[src/rtl/flashid_pkg.sv]
package flashid_pkg;

    localparam int BYTE_W     = 8;
    localparam int ID_BYTES   = 3;
    localparam int IDX_W      = $clog2(ID_BYTES + 1);
    localparam int SLOT_W     = $clog2(ID_BYTES);
    localparam int SHIFT_W    = 5;
    localparam int SECT_CNT_W = 16;
    localparam int PAGE_CNT_W = 32;

    localparam logic [BYTE_W-1:0] OP_READ_ID = 8'h9F;
    localparam logic [BYTE_W-1:0] FILLER     = 8'hA5;

    typedef enum logic [1:0] {
        ST_IDLE,
        ST_XFER,
        ST_DESEL
    } seq_st_e;

    typedef struct packed {
        logic [SHIFT_W-1:0]    sect_shift;
        logic [SECT_CNT_W-1:0] sect_cnt;
        logic [SHIFT_W-1:0]    page_shift;
        logic [PAGE_CNT_W-1:0] page_cnt;
        logic [SHIFT_W-1:0]    sub_shift;
    } geom_t;

    typedef struct packed {
        logic  known;
        geom_t g;
    } capdec_t;

    // Size code to geometry; page count derived from sector count and shifts.
    function automatic capdec_t decode_size(input logic [BYTE_W-1:0] code);
        capdec_t r;
        r              = '0;
        r.known        = 1'b1;
        r.g.page_shift = SHIFT_W'(8);
        case (code)
            8'h11: begin
                r.g.sect_shift = SHIFT_W'(15);
                r.g.sect_cnt   = SECT_CNT_W'(4);
            end
            8'h14: begin
                r.g.sect_shift = SHIFT_W'(16);
                r.g.sect_cnt   = SECT_CNT_W'(16);
                r.g.sub_shift  = SHIFT_W'(12);
            end
            8'h16: begin
                r.g.sect_shift = SHIFT_W'(16);
                r.g.sect_cnt   = SECT_CNT_W'(64);
            end
            8'h17: begin
                r.g.sect_shift = SHIFT_W'(16);
                r.g.sect_cnt   = SECT_CNT_W'(128);
            end
            8'h18: begin
                r.g.sect_shift = SHIFT_W'(18);
                r.g.sect_cnt   = SECT_CNT_W'(64);
            end
            default: r = '0;
        endcase
        if (r.known) begin
            r.g.page_cnt = PAGE_CNT_W'(r.g.sect_cnt) << (r.g.sect_shift - r.g.page_shift);
        end
        return r;
    endfunction

endpackage

[src/rtl/flashid_seq.sv]
module flashid_seq
    import flashid_pkg::*;
#(
    parameter bit AUTO_PROBE = 1'b1
) (
    input  logic              clk,
    input  logic              rst,
    input  logic              probe_req,
    input  logic              xfer_done,
    output logic              start,
    output logic              busy,
    output logic              cs_req,
    output logic              xfer_go,
    output logic [BYTE_W-1:0] xfer_tx,
    output logic              cap_we,
    output logic [SLOT_W-1:0] cap_idx,
    output logic              finish
);

    localparam logic [IDX_W-1:0] LAST_IDX = IDX_W'(ID_BYTES);

    seq_st_e          st;
    logic [IDX_W-1:0] idx;
    logic             pend;

    assign busy    = (st != ST_IDLE);
    assign start   = (st == ST_IDLE) && (probe_req || pend);
    assign xfer_go = (st == ST_XFER);
    assign xfer_tx = (idx == '0) ? OP_READ_ID : FILLER;
    assign cap_we  = xfer_go && xfer_done && (idx != '0);
    assign cap_idx = SLOT_W'(idx - IDX_W'(1));
    assign finish  = (st == ST_DESEL);

    always_ff @(posedge clk) begin
        if (rst) begin
            st     <= ST_IDLE;
            idx    <= '0;
            cs_req <= 1'b0;
            pend   <= AUTO_PROBE;
        end else begin
            case (st)
                ST_IDLE: begin
                    if (start) begin
                        pend   <= 1'b0;
                        cs_req <= 1'b1;
                        idx    <= '0;
                        st     <= ST_XFER;
                    end
                end
                ST_XFER: begin
                    if (xfer_done) begin
                        if (idx == LAST_IDX) begin
                            cs_req <= 1'b0;
                            st     <= ST_DESEL;
                        end else begin
                            idx <= idx + IDX_W'(1);
                        end
                    end
                end
                ST_DESEL: st <= ST_IDLE;
                default:  st <= ST_IDLE;
            endcase
        end
    end

endmodule

[src/rtl/flashid_idregs.sv]
module flashid_idregs
    import flashid_pkg::*;
(
    input  logic                           clk,
    input  logic                           rst,
    input  logic                           cap_we,
    input  logic [SLOT_W-1:0]              cap_idx,
    input  logic [BYTE_W-1:0]              rx_byte,
    output logic [ID_BYTES-1:0][BYTE_W-1:0] id_bytes
);

    for (genvar s = 0; s < ID_BYTES; s++) begin : g_slot
        always_ff @(posedge clk) begin
            if (rst) begin
                id_bytes[s] <= '0;
            end else if (cap_we && (cap_idx == SLOT_W'(s))) begin
                id_bytes[s] <= rx_byte;
            end
        end
    end

endmodule

[src/rtl/flashid_judge.sv]
module flashid_judge
    import flashid_pkg::*;
#(
    parameter logic [7:0] VENDOR_ID = 8'h20,
    parameter logic [7:0] FAMILY_ID = 8'h20
) (
    input  logic                            clk,
    input  logic                            rst,
    input  logic                            start,
    input  logic                            finish,
    input  logic [ID_BYTES-1:0][BYTE_W-1:0] id_bytes,
    output logic                            done,
    output logic                            id_valid,
    output logic                            no_device,
    output geom_t                           geom
);

    capdec_t dec;
    logic    accept;

    assign dec    = decode_size(id_bytes[2]);
    assign accept = (id_bytes[0] == VENDOR_ID) && (id_bytes[1] == FAMILY_ID) && dec.known;

    always_ff @(posedge clk) begin
        if (rst) begin
            done      <= 1'b0;
            id_valid  <= 1'b0;
            no_device <= 1'b0;
            geom      <= '0;
        end else if (start) begin
            done      <= 1'b0;
            id_valid  <= 1'b0;
            no_device <= 1'b0;
        end else if (finish) begin
            done      <= 1'b1;
            id_valid  <= accept;
            no_device <= !accept;
            geom      <= accept ? dec.g : '0;
        end
    end

endmodule

[src/rtl/flashid_probe.sv]
module flashid_probe
    import flashid_pkg::*;
#(
    parameter logic [7:0] VENDOR_ID  = 8'h20,
    parameter logic [7:0] FAMILY_ID  = 8'h20,
    parameter bit         AUTO_PROBE = 1'b1
) (
    input  logic        clk,
    input  logic        rst,
    input  logic        probe_req,
    output logic        cs_req,
    output logic        xfer_go,
    output logic [7:0]  xfer_tx,
    input  logic        xfer_done,
    input  logic [7:0]  xfer_rx,
    output logic        busy,
    output logic        done,
    output logic        id_valid,
    output logic        no_device,
    output logic [4:0]  sect_shift,
    output logic [15:0] sect_count,
    output logic [4:0]  page_shift,
    output logic [31:0] page_count,
    output logic [4:0]  sub_shift
);

    logic                            start;
    logic                            finish;
    logic                            cap_we;
    logic [SLOT_W-1:0]               cap_idx;
    logic [ID_BYTES-1:0][BYTE_W-1:0] id_bytes;
    geom_t                           geom;

    flashid_seq #(.AUTO_PROBE(AUTO_PROBE)) seq_i (
        .clk       (clk),
        .rst       (rst),
        .probe_req (probe_req),
        .xfer_done (xfer_done),
        .start     (start),
        .busy      (busy),
        .cs_req    (cs_req),
        .xfer_go   (xfer_go),
        .xfer_tx   (xfer_tx),
        .cap_we    (cap_we),
        .cap_idx   (cap_idx),
        .finish    (finish)
    );

    flashid_idregs idregs_i (
        .clk      (clk),
        .rst      (rst),
        .cap_we   (cap_we),
        .cap_idx  (cap_idx),
        .rx_byte  (xfer_rx),
        .id_bytes (id_bytes)
    );

    flashid_judge #(.VENDOR_ID(VENDOR_ID), .FAMILY_ID(FAMILY_ID)) judge_i (
        .clk       (clk),
        .rst       (rst),
        .start     (start),
        .finish    (finish),
        .id_bytes  (id_bytes),
        .done      (done),
        .id_valid  (id_valid),
        .no_device (no_device),
        .geom      (geom)
    );

    assign sect_shift = geom.sect_shift;
    assign sect_count = geom.sect_cnt;
    assign page_shift = geom.page_shift;
    assign page_count = geom.page_cnt;
    assign sub_shift  = geom.sub_shift;

endmodule

[config.mk]
export PLATFORM = sky130hd
export DESIGN_NAME = flashid_probe
export DESIGN_NICKNAME = d
export VERILOG_FILES = /design/src/rtl/flashid_pkg.sv /design/src/rtl/flashid_seq.sv /design/src/rtl/flashid_idregs.sv /design/src/rtl/flashid_judge.sv /design/src/rtl/flashid_probe.sv
export SDC_FILE = /design/constraint.sdc
export NUM_CORES = 1
export LEC_CHECK = 0
export ABC_AREA = 0
export BUFFER_PORTS_ARGS = -buffer_cell sky130_fd_sc_hd__buf_2
export CORE_MARGIN = 2
export CORE_UTILIZATION = 40
export CTS_CLUSTER_DIAMETER = 150
export DETAILED_ROUTE_END_ITERATION = 10
export GPL_TIMING_DRIVEN = 0
export PLACE_DENSITY = 0.71
export SKIP_LAST_GASP = 1
export SYNTH_ARGS = -nofsm -noshare
export SYNTH_HDL_FRONTEND = slang
export SYNTH_SLANG_ARGS = --single-unit
[constraint.sdc]
create_clock -name clk -period 7.1 [get_ports clk]
set_clock_uncertainty 0.2 [all_clocks]
set_input_delay 0.355 -clock clk [delete_from_list [all_inputs] [get_ports clk]]
set_output_delay 0.355 -clock clk [all_outputs]
set_load 0.05 [all_outputs]
==> results.py <==
metrics = {
    "run_status": {
        "status": "finished clean",
    },
    "yosys": {
        "synth_ff_type": "dfxtp_1",
        "synthCells": 351,
        "syn-cell-area_um2": 3110,
        "synth_edf_count": 0,
        "synth_area_leader_cell": "dfxtp_1",
        "synth_top_cells_by_count": "dfxtp_1, nand2_1, buf_4",
        "netlist.area_leader.share_pct": 45.0,
        "yosys_register_bits": 70,
        "seq_area_frac_synth_pct": 45.0,
        "synth.distinct_cells": 52,
        "ys_warn_count": 0,
        "synthArstFlopShare_pct": 0,
        "synth.area.top_cells": "dfxtp_1, buf_4, nand2_1",
        "yosysMostFrequentCell": "dfxtp_1",
        "synth.avg_cell_area_um2": 8.87,
    },
    "die": {
        "start_util_pct": 40.7,
        "rows": 32,
        "die_h_um": 92.2,
        "io_pins": 89,
        "die_area_um2": 8500,
        "die_w_um": 92.2,
        "coreArea_um2": 7650,
    },
    "grt": {
        "grt_pass1_vias": 2320,
        "grt_max_degree": 15,
        "grt_pass1_wl_um": 11000,
        "grt-ovfl-total": 0,
        "grt_antenna_before_repair": 0,
        "track_usage_pct": 16.1,
    },
    "layout": {
        "nets": 466,
        "n_antenna_cell": 0,
        "finalInstanceArea_um2": 3870,
        "area_growth_pct": 24.3,
        "final_cells": 555,
        "drive_gt1_share_pct": 28.9,
    },
    "pwr": {
        "p_switching_uw": 234,
        "p_clk_share_pct": 42.8,
        "fin_total_pwr_uw": 856,
        "swShare_pct": 27.3,
        "leakagePower_nw": 1.69,
        "p_seq_share_pct": 46.3,
        "ir_drop_v": 0.000110,
        "p_per_area_nw_per_um2": 221,
        "internal_power_uw": 622,
        "pwr-share-comb_pct": 10.9,
    },
    "routing": {
        "drc": 0,
        "vias": 2635,
        "drtAntennaViolNets": 0,
        "avgRoutedWirePerCell_um": 12.2,
        "first_pass_iters": 4,
        "dr.first_iter.drc_count": 92,
        "viasPerCell": 4.75,
        "routed_wl_um": 6750,
    },
    "clocking": {
        "cts_resized": 0,
        "cts_max_path_buffers": 2,
        "cts_setup_buffers": 0,
        "cts_buffers": 9,
        "clock-root-buffer": "clkbuf_8",
        "htreeDepth": 3,
        "cts.reportedPaths.clkPinSlew_ns": 0.08,
        "insertion_delay_ns": 0.34,
        "clock_sinks": 70,
        "cts-hold-fix-buffers": 0,
        "cts_tree": "built",
    },
    "setup_path": {
        "crit_arrival_ns": 2.79,
        "worstSetupPathType": "reg -> reg",
        "worstPathRequired_ns": 7.15,
        "endpoint_kind": "flop",
        "crit_fanout": 10,
        "critPathLaunchType": "flop",
    },
    "placement": {
        "hpwl_um": 4980,
        "dpl.cell_count": 539,
        "gp_congestion": 0.851,
        "dpl-instance-area_um2": 3640,
        "port-buffer-count": 62,
    },
    "timing": {
        "worst_pin_slew_ns": 0.632,
        "slew-limit-headroom_pct": 57.7,
        "hold_viol": 0,
        "final.period_utilization_pct": 38.5,
        "finalSetupViolations": 0,
        "period_minus_slack_ns": 2.73,
        "rsz0062_at_grt": "no",
        "fmax_ghz": 0.366,
        "finalSetupTns_ns": 0,
        "drv_slew": 0,
    },
    "min_path": {
        "hp-class": "in -> reg",
    },
    "run": {
        "drv_cap": 0,
    },
}
## per-stage QoR
| stage | hold slack [ns] | setup WS [ns] | utilization (%) |
|---|---|---|---|
| floorplan | 0.232 | 4.74 | - |
| global placement | 0.231 | 4.45 | 47.6 |
| detailed placement | 0.234 | 4.38 | 47.6 |
| CTS | 0.0762 | 4.36 | 50.6 |
| global route | 0.0847 | 4.13 | 50.6 |
| finish | 0.0906 | 4.37 | 50.6 |
## cell usage in the layout, fill, tap and decap left out, drive strengths merged, types with 2 or more instances in the layout
master	n
a21oi	31
clkbuf	19
nand3	29
and3	2
o21bai	2
nor4	3
nor2b	3
nor3b	3
nor3	3
inv	7
o31ai	7
ha	6
bufinv	2
conb	26
xor2	2
nor2	14
nand2	58
a22o	2
xnor2	2
dfxtp	70
or2	2
buf	104
and2	12
o2111ai	2
a32o	4
nand4	2
nor4b	5
o21ai	13
## registers in the layout, indices dropped and copies added, names as in the netlist
name / count
seq_i.st: 2
idregs_i.id_bytes: 24
seq_i.cs_req: 1
seq_i.pend: 1
judge_i.id_valid: 1
judge_i.no_device: 1
judge_i.geom: 37
judge_i.done: 1
seq_i.idx: 2
## worst max-delay path, cell delays in order (launching register included)
cell and delay, ns:
dfxtp_1 0.32, buf_2 0.22, or3b_2 0.47, a21oi_1 0.20, nor2_1 0.10, nor2_1 0.10
ha_1 0.28, nor3_1 0.39, nand4_1 0.14, o31ai_1 0.22
## path summary, 6_finish.rpt
path	from	end	slack, ns	cells past startpoint
worst max-delay path	idregs_i.id_bytes[16]$_SDFFE_PP0P_	judge_i.geom[21]$_SDFFE_PP0P_	4.37	9
worst min-delay path	xfer_rx[3]	idregs_i.id_bytes[3]$_SDFFE_PP0P_	0.09	3
worst max register to register	idregs_i.id_bytes[16]$_SDFFE_PP0P_	judge_i.geom[21]$_SDFFE_PP0P_	4.37	9
worst min register to register	judge_i.geom[27]$_SDFFE_PP0P_	judge_i.geom[27]$_SDFFE_PP0P_	0.25	2
## kinds of logic (layout without fill, tap and decap cells)
logic type / count (synthesis) / count (layout) / share of synthesized area, %
mux: 2 / 2 / 0.683
other cells: 2 / 26 / 0.241
fa+ha+maj: 6 / 6 / 2.41
buf+inv: 56 / 134 / 12.0
simple gates: 146 / 146 / 25.4
flops: 70 / 70 / 45.0
compound gates: 65 / 65 / 12.9
xor+xnor: 4 / 4 / 1.37
## power groups by stage
stage	combinational, mW	sequential, mW	clock (mW)
final	0.0930	0.397	0.366
after detailed placement	0.0921	0.406	0
after global routing	0.0987	0.397	0.396
after global placement	0.0914	0.406	0
after floorplan	0.0762	0.408	0
after CTS	0.0922	0.397	0.376
## routing by layer
metal	vias up	track usage (%)	routed length, um
met2	77	24.5	2970
li1	1348	-	-
met5	-	0	0
met4	0	8.08	132
met3	11	3.78	380
met1	1199	21.3	3260
## layout make-up
type	count	area (um^2)
fillers	732	3780
clock inverters	7	105
inverters	4	15.0
well taps	102	128
flip-flops and latches	70	1400
multi-input cells	249	1430
plain buffers	52	358
clock buffers	9	124
repair buffers	62	310
Note: power is estimated with default switching activity, not from simulation.
